File: config.mk
export PLATFORM = sky130hd
export DESIGN_NAME = pc_next_unit
export DESIGN_NICKNAME = d
export VERILOG_FILES = /design/src/rtl/pcnu_pkg.sv /design/src/rtl/pcnu_decode.sv /design/src/rtl/pcnu_target.sv /design/src/rtl/pcnu_pc_reg.sv /design/src/rtl/pc_next_unit.sv
export SDC_FILE = /design/constraint.sdc
export NUM_CORES = 1
export LEC_CHECK = 0
export BUFFER_PORTS_ARGS = -buffer_cell sky130_fd_sc_hd__buf_2
export CORE_MARGIN = 2
export CORE_UTILIZATION = 45
export CTS_CLUSTER_DIAMETER = 30
export DETAILED_ROUTE_END_ITERATION = 8
export PLACE_DENSITY_LB_ADDON = 0.08
export SLEW_MARGIN = 10
export SYNTH_ARGS = -nofsm -noshare
export SYNTH_HDL_FRONTEND = slang
export SYNTH_SLANG_ARGS = --single-unit
File: constraint.sdc
create_clock -name clk -period 7.3 [get_ports clk]
set_input_delay 0.365 -clock clk [delete_from_list [all_inputs] [get_ports clk]]
set_output_delay 0.365 -clock clk [all_outputs]
set_load 0.02 [all_outputs]
File: src/rtl/pcnu_pkg.sv
package pcnu_pkg;
    localparam int XLEN     = 32;
    localparam int OP_W     = 6;
    localparam int FUNCT_W  = 6;
    localparam int IMM_W    = 16;
    localparam int IDX_W    = 26;
    localparam int REGION_W = XLEN - IDX_W - 2;
    localparam int STEP     = 4;

    localparam logic [OP_W-1:0]    OPC_SPECIAL = 6'd0;
    localparam logic [OP_W-1:0]    OPC_JMP     = 6'd2;
    localparam logic [OP_W-1:0]    OPC_JMPL    = 6'd3;
    localparam logic [OP_W-1:0]    OPC_BEQ     = 6'd4;
    localparam logic [OP_W-1:0]    OPC_BNE     = 6'd5;
    localparam logic [FUNCT_W-1:0] FN_JREG     = 6'd8;

    typedef enum logic [1:0] {
        FLOW_SEQ,
        FLOW_BRANCH,
        FLOW_REGION,
        FLOW_REG
    } flow_e;
endpackage

File: src/rtl/pcnu_decode.sv
module pcnu_decode
    import pcnu_pkg::*;
(
    input  logic [XLEN-1:0]  instr,
    input  logic [XLEN-1:0]  rs_val,
    input  logic [XLEN-1:0]  rt_val,
    output flow_e            flow,
    output logic [XLEN-1:0]  imm_ext,
    output logic [IDX_W-1:0] jidx
);
    logic [OP_W-1:0]    opcode;
    logic [FUNCT_W-1:0] funct;
    logic [IMM_W-1:0]   imm;
    logic               same;

    assign opcode  = instr[XLEN-1 -: OP_W];
    assign funct   = instr[FUNCT_W-1:0];
    assign imm     = instr[IMM_W-1:0];
    assign jidx    = instr[IDX_W-1:0];
    assign imm_ext = {{(XLEN-IMM_W){imm[IMM_W-1]}}, imm};
    assign same    = (rs_val == rt_val);

    always_comb begin
        flow = FLOW_SEQ;
        unique case (opcode)
            OPC_JMP, OPC_JMPL: flow = FLOW_REGION;
            OPC_BEQ:           flow = same  ? FLOW_BRANCH : FLOW_SEQ;
            OPC_BNE:           flow = !same ? FLOW_BRANCH : FLOW_SEQ;
            OPC_SPECIAL:       flow = (funct == FN_JREG) ? FLOW_REG : FLOW_SEQ;
            default:           flow = FLOW_SEQ;
        endcase
    end
endmodule

File: src/rtl/pcnu_target.sv
module pcnu_target
    import pcnu_pkg::*;
(
    input  logic [XLEN-1:0]  pc,
    input  flow_e            flow,
    input  logic [XLEN-1:0]  imm_ext,
    input  logic [IDX_W-1:0] jidx,
    input  logic [XLEN-1:0]  rs_val,
    output logic [XLEN-1:0]  pc_plus4,
    output logic [XLEN-1:0]  next_pc
);
    localparam logic [XLEN-1:0] ALIGN_MASK = ~(XLEN'(STEP) - XLEN'(1));

    logic [XLEN-1:0] branch_tgt;
    logic [XLEN-1:0] region_tgt;
    logic [XLEN-1:0] reg_tgt;

    assign pc_plus4   = pc + XLEN'(STEP);
    assign branch_tgt = pc_plus4 + {imm_ext[XLEN-3:0], 2'b00};
    assign region_tgt = {pc_plus4[XLEN-1 -: REGION_W], jidx, 2'b00};
    assign reg_tgt    = rs_val & ALIGN_MASK;

    always_comb begin
        next_pc = pc_plus4;
        unique case (flow)
            FLOW_SEQ:    next_pc = pc_plus4;
            FLOW_BRANCH: next_pc = branch_tgt;
            FLOW_REGION: next_pc = region_tgt;
            FLOW_REG:    next_pc = reg_tgt;
            default:     next_pc = pc_plus4;
        endcase
    end
endmodule

File: src/rtl/pcnu_pc_reg.sv
module pcnu_pc_reg
    import pcnu_pkg::*;
#(
    parameter logic [XLEN-1:0] RESET_VEC = 32'h0040_0000
) (
    input  logic            clk,
    input  logic            rst,
    input  logic            stall,
    input  logic [XLEN-1:0] next_pc,
    output logic [XLEN-1:0] pc_q
);
    always_ff @(posedge clk) begin
        if (rst) begin
            pc_q <= RESET_VEC;
        end else if (!stall) begin
            pc_q <= next_pc;
        end
    end
endmodule

File: src/rtl/pc_next_unit.sv
module pc_next_unit
    import pcnu_pkg::*;
#(
    parameter logic [31:0] RESET_VEC = 32'h0040_0000
) (
    input  logic        clk,
    input  logic        rst,
    input  logic        stall,
    input  logic [31:0] instr,
    input  logic [31:0] rs_val,
    input  logic [31:0] rt_val,
    output logic [31:0] pc,
    output logic [31:0] link_addr
);
    flow_e            flow;
    logic [XLEN-1:0]  imm_ext;
    logic [IDX_W-1:0] jidx;
    logic [XLEN-1:0]  next_pc;
    logic [XLEN-1:0]  pc_q;

    pcnu_decode u_decode (
        .instr   (instr),
        .rs_val  (rs_val),
        .rt_val  (rt_val),
        .flow    (flow),
        .imm_ext (imm_ext),
        .jidx    (jidx)
    );

    pcnu_target u_target (
        .pc       (pc_q),
        .flow     (flow),
        .imm_ext  (imm_ext),
        .jidx     (jidx),
        .rs_val   (rs_val),
        .pc_plus4 (link_addr),
        .next_pc  (next_pc)
    );

    pcnu_pc_reg #(.RESET_VEC(RESET_VEC)) u_pc_reg (
        .clk     (clk),
        .rst     (rst),
        .stall   (stall),
        .next_pc (next_pc),
        .pc_q    (pc_q)
    );

    assign pc = pc_q;
endmodule

==> results of run 1 <==
## worst register-to-register path: cells and delay by family (launching register included)
kind | cells | cell delay, ps
AOI/OAI and AO/OA | 9 | 1930
and+or+nand+nor | 4 | 1030
DFF | 1 | 460
adders and majority gates | 1 | 370
xor gates and xnor gates | 1 | 280
## power by group through the flow
stage | clock [uW] | sequential, uW | combinational, uW
final | 148 | 179 | 232
after global routing | 158 | 180 | 252
after CTS | 150 | 179 | 228
after detailed placement | 0 | 183 | 227
after global placement | 0 | 182 | 226
after floorplan | 0 | 188 | 137
## cell usage after synthesis, types with 3 or more instances
| cell | count | area (sq um) |
|---|---|---|
| a221oi_1 | 10 | 87.6 |
| ha_1 | 34 | 425 |
| and4_1 | 3 | 26.3 |
| buf_4 | 5 | 37.5 |
| a31oi_1 | 9 | 56.3 |
| nand4_1 | 9 | 56.3 |
| buf_6 | 3 | 33.8 |
| a21oi_1 | 50 | 250 |
| o21a_1 | 7 | 52.6 |
| a211oi_1 | 9 | 67.6 |
| clkbuf_1 | 17 | 63.8 |
| o22ai_1 | 11 | 68.8 |
| xor2_1 | 48 | 420 |
| a21o_1 | 19 | 143 |
| o31ai_1 | 7 | 52.6 |
| nand2_1 | 63 | 236 |
| nand2b_1 | 4 | 25.0 |
| and3_1 | 12 | 75.1 |
| buf_2 | 5 | 25.0 |
| nor3_1 | 10 | 50.1 |
| inv_1 | 15 | 56.3 |
| nor2_1 | 41 | 154 |
| o221ai_1 | 6 | 52.6 |
| a21boi_0 | 3 | 22.5 |
| dfxtp_1 | 30 | 601 |
| o2111ai_1 | 3 | 26.3 |
| or2_2 | 3 | 18.8 |
| a222oi_1 | 3 | 30.0 |
| xnor2_1 | 34 | 298 |
| nor4_1 | 11 | 68.8 |
| nand3_1 | 21 | 105 |
| o21ai_0 | 37 | 185 |
| and2_1 | 4 | 25.0 |
## logic make-up (layout without fill, tap and decap cells)
group,Yosys count,after routing,share of synthesized area (%)
buf+inv,46,184,5.12
xor+xnor,83,83,17.1
simple gates,194,194,22.4
compound gates,198,198,30.7
fa+ha+maj,35,35,10.4
mux,1,1,0.233
flops,30,30,14.0
other cells,1,4,0.0872
## per-layer routing
layer	global-route usage, %	share of wire, %
met4	13.1	3.3
met2	53.3	47
met3	4.76	9.4
met1	41.8	40
met5	0	0
## final cells by class
type                       count  area, sq um  area share (%)
tap                          129          161            3.10
sequential                    30          601            11.5
timing repair buffer         160          806            15.5
clock buffer                   7         86.3            1.66
inverter                      16         60.1            1.15
clock inverter                 1         5.00          0.0961
multi-input combinational    515         3490            67.0
## how the worst max path moves through the flow
| stage | to | from | slack, ps | cells after the start |
|---|---|---|---|---|
| 6_report | u_pc_reg.pc_q[30] | u_pc_reg.pc_q[4] | 3130 | 15 |
| 5_1_grt | u_pc_reg.pc_q[30] | u_pc_reg.pc_q[4] | 2740 | 15 |
| 4_1_cts | u_pc_reg.pc_q[30] | u_pc_reg.pc_q[4] | 3190 | 15 |
| 3_5_place_dp | u_pc_reg.pc_q[30] | u_pc_reg.pc_q[4] | 3210 | 15 |
| 3_3_place_gp | u_pc_reg.pc_q[30] | u_pc_reg.pc_q[4] | 3340 | 15 |
| 2_1_floorplan | u_pc_reg.pc_q[30] | u_pc_reg.pc_q[3] | 3120 | 17 |
## through the flow
stage | hold slack, ps | power, uW | setup WS [ps] | util, % | instances
floorplan | 551 | 325 | 3120 | - | 591
global placement | 484 | 409 | 3340 | 55.4 | 850
finish | 411 | 559 | 3130 | 56.4 | 858
detailed placement | 509 | 410 | 3210 | 55.4 | 850
global route | 414 | 590 | 2740 | 56.4 | 858
CTS | 408 | 557 | 3190 | 56.4 | 858
==> results.sh, run 1 <==
export IMPL_syn_area_per_cell_sq_um=7.31
export IMPL_cp_required_ps=7470
export IMPL_portBuffers=158
export IMPL_drt_iter0_drc=365
export IMPL_critical_path_top_delay_family="compound AO/OA/AOI/OAI gates"
export IMPL_antennaDiodeCount=0
export IMPL_die_x_um=102
export IMPL_nFillCells=921
export IMPL_fin_area_sq_um=5210
export IMPL_hp_class="in -> reg"
export IMPL_drive_above_1_share_pct=25.7
export IMPL_endpoint_kind="flop"
export IMPL_viasPerCell=6.09
export IMPL_min_to="u_pc_reg.pc_q[22]"
export IMPL_area_growth_syn_to_layout_pct=21.2
export IMPL_io_pins=163
export IMPL_ys_seq_area_share_pct=14.0
export IMPL_hp_start="rs_val[22]"
export IMPL_largest_register="u_pc_reg.pc_q"
export IMPL_sw_frac_of_total_pct=39.7
export IMPL_synth_main_ff_cell="dfxtp_1"
export IMPL_relSlewSlack_pct=37.8
export IMPL_async_reset_ff_share_pct=0
export IMPL_cp_slowest_cell="dfxtp_1"
export IMPL_ys_ff_latch=30
export IMPL_insertion_delay_ps=290
export IMPL_cts_hold_buf=0
export IMPL_dp_hpwl_mm=13.2
export IMPL_run_status="completed"
export IMPL_gp_congestion=0.988
export IMPL_setup_viol=0
export IMPL_cts_buffer_depth=2
export IMPL_worst_path_buf_inv=0
export IMPL_critPathArrivalTime_ps=4340
export IMPL_top_regs="u_pc_reg.pc_q: 30 flops"
export IMPL_synthCells=588
export IMPL_cts_made_buffers=5
export IMPL_powerDensity_nw_per_um2=107
export IMPL_dieArea_sq_um=10400
export IMPL_vias=5222
export IMPL_synth_cell_type_count=69
export IMPL_layout_common_cells="buf_2, nand2_1, a21oi_1, xor2_1, nor2_1"
export IMPL_period_minus_slack_ps=4170
export IMPL_p_seq_share_pct=32.1
export IMPL_hold_viol=0
export IMPL_finalClockSkew_ps=9.55
export IMPL_p_comb_share_pct=41.4
export IMPL_dr_pass1_iters=6
export IMPL_rows=35
export IMPL_slew_viol_final=0
export IMPL_finalCritPeriodShare_pct=57.2
export IMPL_largest_reg_flops=30
export IMPL_totalWireLength_mm=17.0
export IMPL_rsz0062_at_grt="false"
export IMPL_critical_path_max_stage_delay_ps=460
export IMPL_cts_root_buf="clkbuf_8"
export IMPL_ant_nets=0
export IMPL_start_util_pct=46.5
export IMPL_holdPathStages=3
export IMPL_grt_max_degree=32
export IMPL_cts_resized=0
export IMPL_max_vdd_ir_drop_v=0.0000544
export IMPL_wire_per_inst_um=19.8
export IMPL_clock_power_share_pct=26.5
export IMPL_yosys_warnings=0
export IMPL_crit_path_max_fanout=7
export IMPL_reg2reg_from="u_pc_reg.pc_q[4]"
export IMPL_post_dp_cell_area_sq_um=5120
export IMPL_post_cts_buffers=0
export IMPL_grt_overflow=0
export IMPL_finalSetupTns_ps=0
export IMPL_nets=862
export IMPL_start_kind="flop"
export IMPL_p_switching_uw=222
export IMPL_reg2reg_depth=15
export IMPL_tightest_slew_ps=921
export IMPL_p_int_uw=337
export IMPL_grt_use_total_pct=32.2
export IMPL_rrSetupSlack_ps=3130
export IMPL_synth_edf_count=0
export IMPL_syn_area_sq_um=4300
export IMPL_final_common_cell="buf_2"
export IMPL_core_area_sq_um=9240
export IMPL_critPathKind="reg -> reg"
export IMPL_reg2reg_to="u_pc_reg.pc_q[30]"
export IMPL_cts_tree="built"
export IMPL_grt_antenna_before_repair=0
export IMPL_drv_cap=0
export IMPL_h_tree_depth=2
export IMPL_die_y_um=102
export IMPL_grt_pass1_wl_mm=25.7
export IMPL_drc=0
export IMPL_fmax_ghz=0.240
export IMPL_total_leakage_power_uw=0.00243
export IMPL_grt_pass1_vias=4826
export IMPL_path_cells="and3_1 > nand4_2 > nor2_1 > nand3_1 > xnor2_1 > ha_1 > a21o_1 > a221o_1 > a21o_1 > a31oi_1 > o31ai_2 > a221oi_2 > o31ai_1 > o31ai_1 > o22ai_1"
export IMPL_cts_clk_slew_worst_paths_ps=70
export IMPL_clock_sinks=30
Power figures use the tool's default switching activity.
==> inputs of run 2 (changes only) <==
==> constraint.sdc (replaced) <==
create_clock -name clk -period 3.9 [get_ports clk]
set_input_delay 0.195 -clock clk [delete_from_list [all_inputs] [get_ports clk]]
set_output_delay 0.195 -clock clk [all_outputs]
set_load 0.02 [all_outputs]
==> run 2 against run 1 <==
Against the previous run: sequential power is 88% higher; design area is 5.9% higher; utilization increased by 3.3 points; critical path type unchanged; critical endpoint is now u_pc_reg.pc_q[24].
==> results.sh, run 2 (synthesis gave the netlist of run 1 again) <==
export IMPL_grt_use_total_pct=32.3
export IMPL_nFillCells=933
export IMPL_dp_hpwl_mm=13.5
export IMPL_endpoint_kind="flop"
export IMPL_grt_pass1_wl_mm=25.8
export IMPL_grt_pass1_vias=4903
export IMPL_hold_viol=0
export IMPL_fin_area_sq_um=5520
export IMPL_h_tree_depth=2
export IMPL_dr_pass1_iters=6
export IMPL_period_minus_slack_ps=3710
export IMPL_grt_antenna_before_repair=0
export IMPL_layout_common_cells="buf_2, nand2_1, a21oi_1, xor2_1, nor2_1"
export IMPL_rsz0062_at_grt="false"
export IMPL_cts_hold_buf=0
export IMPL_reg2reg_from="u_pc_reg.pc_q[6]"
export IMPL_max_vdd_ir_drop_v=0.000147
export IMPL_critical_path_max_stage_delay_ps=390
export IMPL_cts_made_buffers=5
export IMPL_multi_input_area_sq_um=3540
export IMPL_io_pins=163
export IMPL_nets=892
export IMPL_register_area_sq_um=609
export IMPL_die_x_um=102
export IMPL_ant_nets=0
export IMPL_critical_path_top_delay_family="compound AO/OA/AOI/OAI gates"
export IMPL_finalSetupTns_ps=0
export IMPL_insertion_delay_ps=290
export IMPL_critPathArrivalTime_ps=3930
export IMPL_drive_above_1_share_pct=30.8
export IMPL_finalCritPeriodShare_pct=95.1
export IMPL_die_y_um=102
export IMPL_drt_iter0_drc=363
export IMPL_final_core_util_pct=59.7
export IMPL_rows=35
export IMPL_wire_per_inst_um=19.2
export IMPL_run_status="completed"
export IMPL_drv_cap=0
export IMPL_relSlewSlack_pct=46.7
export IMPL_start_util_pct=46.5
export IMPL_hp_class="in -> reg"
export IMPL_cp_slowest_cell="dfxtp_1"
export IMPL_path_cells="and3_4 > nand4_1 > nor2_4 > nand4_1 > xnor2_2 > ha_1 > and3_4 > a221o_1 > a21o_1 > a31oi_1 > o31ai_2 > a221oi_2 > buf_4 > xnor2_1 > o221ai_1 > a21oi_1"
export IMPL_slew_viol_final=0
export IMPL_portBuffers=158
export IMPL_gp_congestion=0.911
export IMPL_hp_start="rs_val[5]"
export IMPL_fmax_ghz=0.270
export IMPL_setup_viol=0
export IMPL_finalClockSkew_ps=7.08
export IMPL_holdWs_ps=220
export IMPL_worst_path_buf_inv=1
export IMPL_final_common_cell="buf_2"
export IMPL_cts_tree="built"
export IMPL_cts_clk_slew_worst_paths_ps=80
export IMPL_area_growth_syn_to_layout_pct=28.3
export IMPL_rrSetupSlack_ps=190
export IMPL_largest_reg_flops=30
export IMPL_crit_path_max_fanout=6
export IMPL_powerDensity_nw_per_um2=203
export IMPL_setup_worst_path_start="u_pc_reg.pc_q[6]"
export IMPL_cts_root_buf="clkbuf_8"
export IMPL_critPathKind="reg -> reg"
export IMPL_start_kind="flop"
export IMPL_largest_register="u_pc_reg.pc_q"
export IMPL_grt_overflow=0
export IMPL_dieArea_sq_um=10400
export IMPL_cts_buffer_depth=2
export IMPL_cp_required_ps=4120
export IMPL_p_total_uw=1120
export IMPL_grt_max_degree=32
export IMPL_totalWireLength_mm=17.1
export IMPL_viasPerCell=6.02
export IMPL_core_area_sq_um=9240
export IMPL_tightest_slew_ps=796
export IMPL_post_dp_cell_area_sq_um=5350
export IMPL_drc=0
export IMPL_total_leakage_power_uw=0.00262
export IMPL_antennaDiodeCount=0
export IMPL_vias=5349
export IMPL_clock_sinks=30
export IMPL_top_regs="u_pc_reg.pc_q: 30 flops"
-- run 2: cell types whose count changed in the layout (fill, tap and decap cells not counted), sizes merged --
cell and delta:
buf +30, clkbuf -2, bufinv +1, clkinv +1
-- run 2: where the power goes --
group          internal [uW]  switching, uW
sequential               319           17.5
combinational            183            269
clock                    188            140
-- run 2: worst reg2reg max path, delay by kind of cell, from the launching register on --
kind | cells | cell delay (ps)
xor+xnor | 2 | 300
compound gates | 7 | 1430
simple gates | 5 | 1030
fa+ha+maj | 1 | 310
flops | 1 | 390
buf+inv | 1 | 170
-- run 2: path summary, 6_finish.rpt --
kind	end	depth (start not counted)
worst max-delay path	u_pc_reg.pc_q[24]	16
worst max register to register	u_pc_reg.pc_q[24]	16
worst min-delay path	u_pc_reg.pc_q[5]	3
worst min register to register	u_pc_reg.pc_q[10]	2
-- run 2: area by class of cell --
| class | instances | share of cell area, % |
|---|---|---|
| Clock buffer | 5 | 1.25 |
| Timing Repair Buffer | 190 | 18.7 |
| Multi-Input combinational cell | 515 | 64.3 |
| Inverter | 16 | 1.09 |
| Clock inverter | 3 | 0.726 |
| Sequential cell | 30 | 11.0 |
| Tap cell | 129 | 2.93 |
-- run 2: layer usage --
layer / GRT usage (%) / vias to the layer above / wire [um]
met3: 4.69 / 33 / 1500
met1: 43.5 / 2488 / 6950
li1: - / 2523 / -
met2: 53.4 / 305 / 8220
met4: 9.36 / 0 / 423
met5: 0 / - / 0
-- run 2: timing repair --
action	in CTS	in global routing
setup endpoints to repair	0	9
gates resized for setup	0	9
setup buffers	0	4
-- run 2: through the flow --
step / cells / setup WS (ps)
after floorplan: 591 / 7.61
after global placement: 876 / 197
after detailed placement: 876 / 73.5
after CTS: 884 / 43.2
after global routing: 888 / 1.57
final: 888 / 190
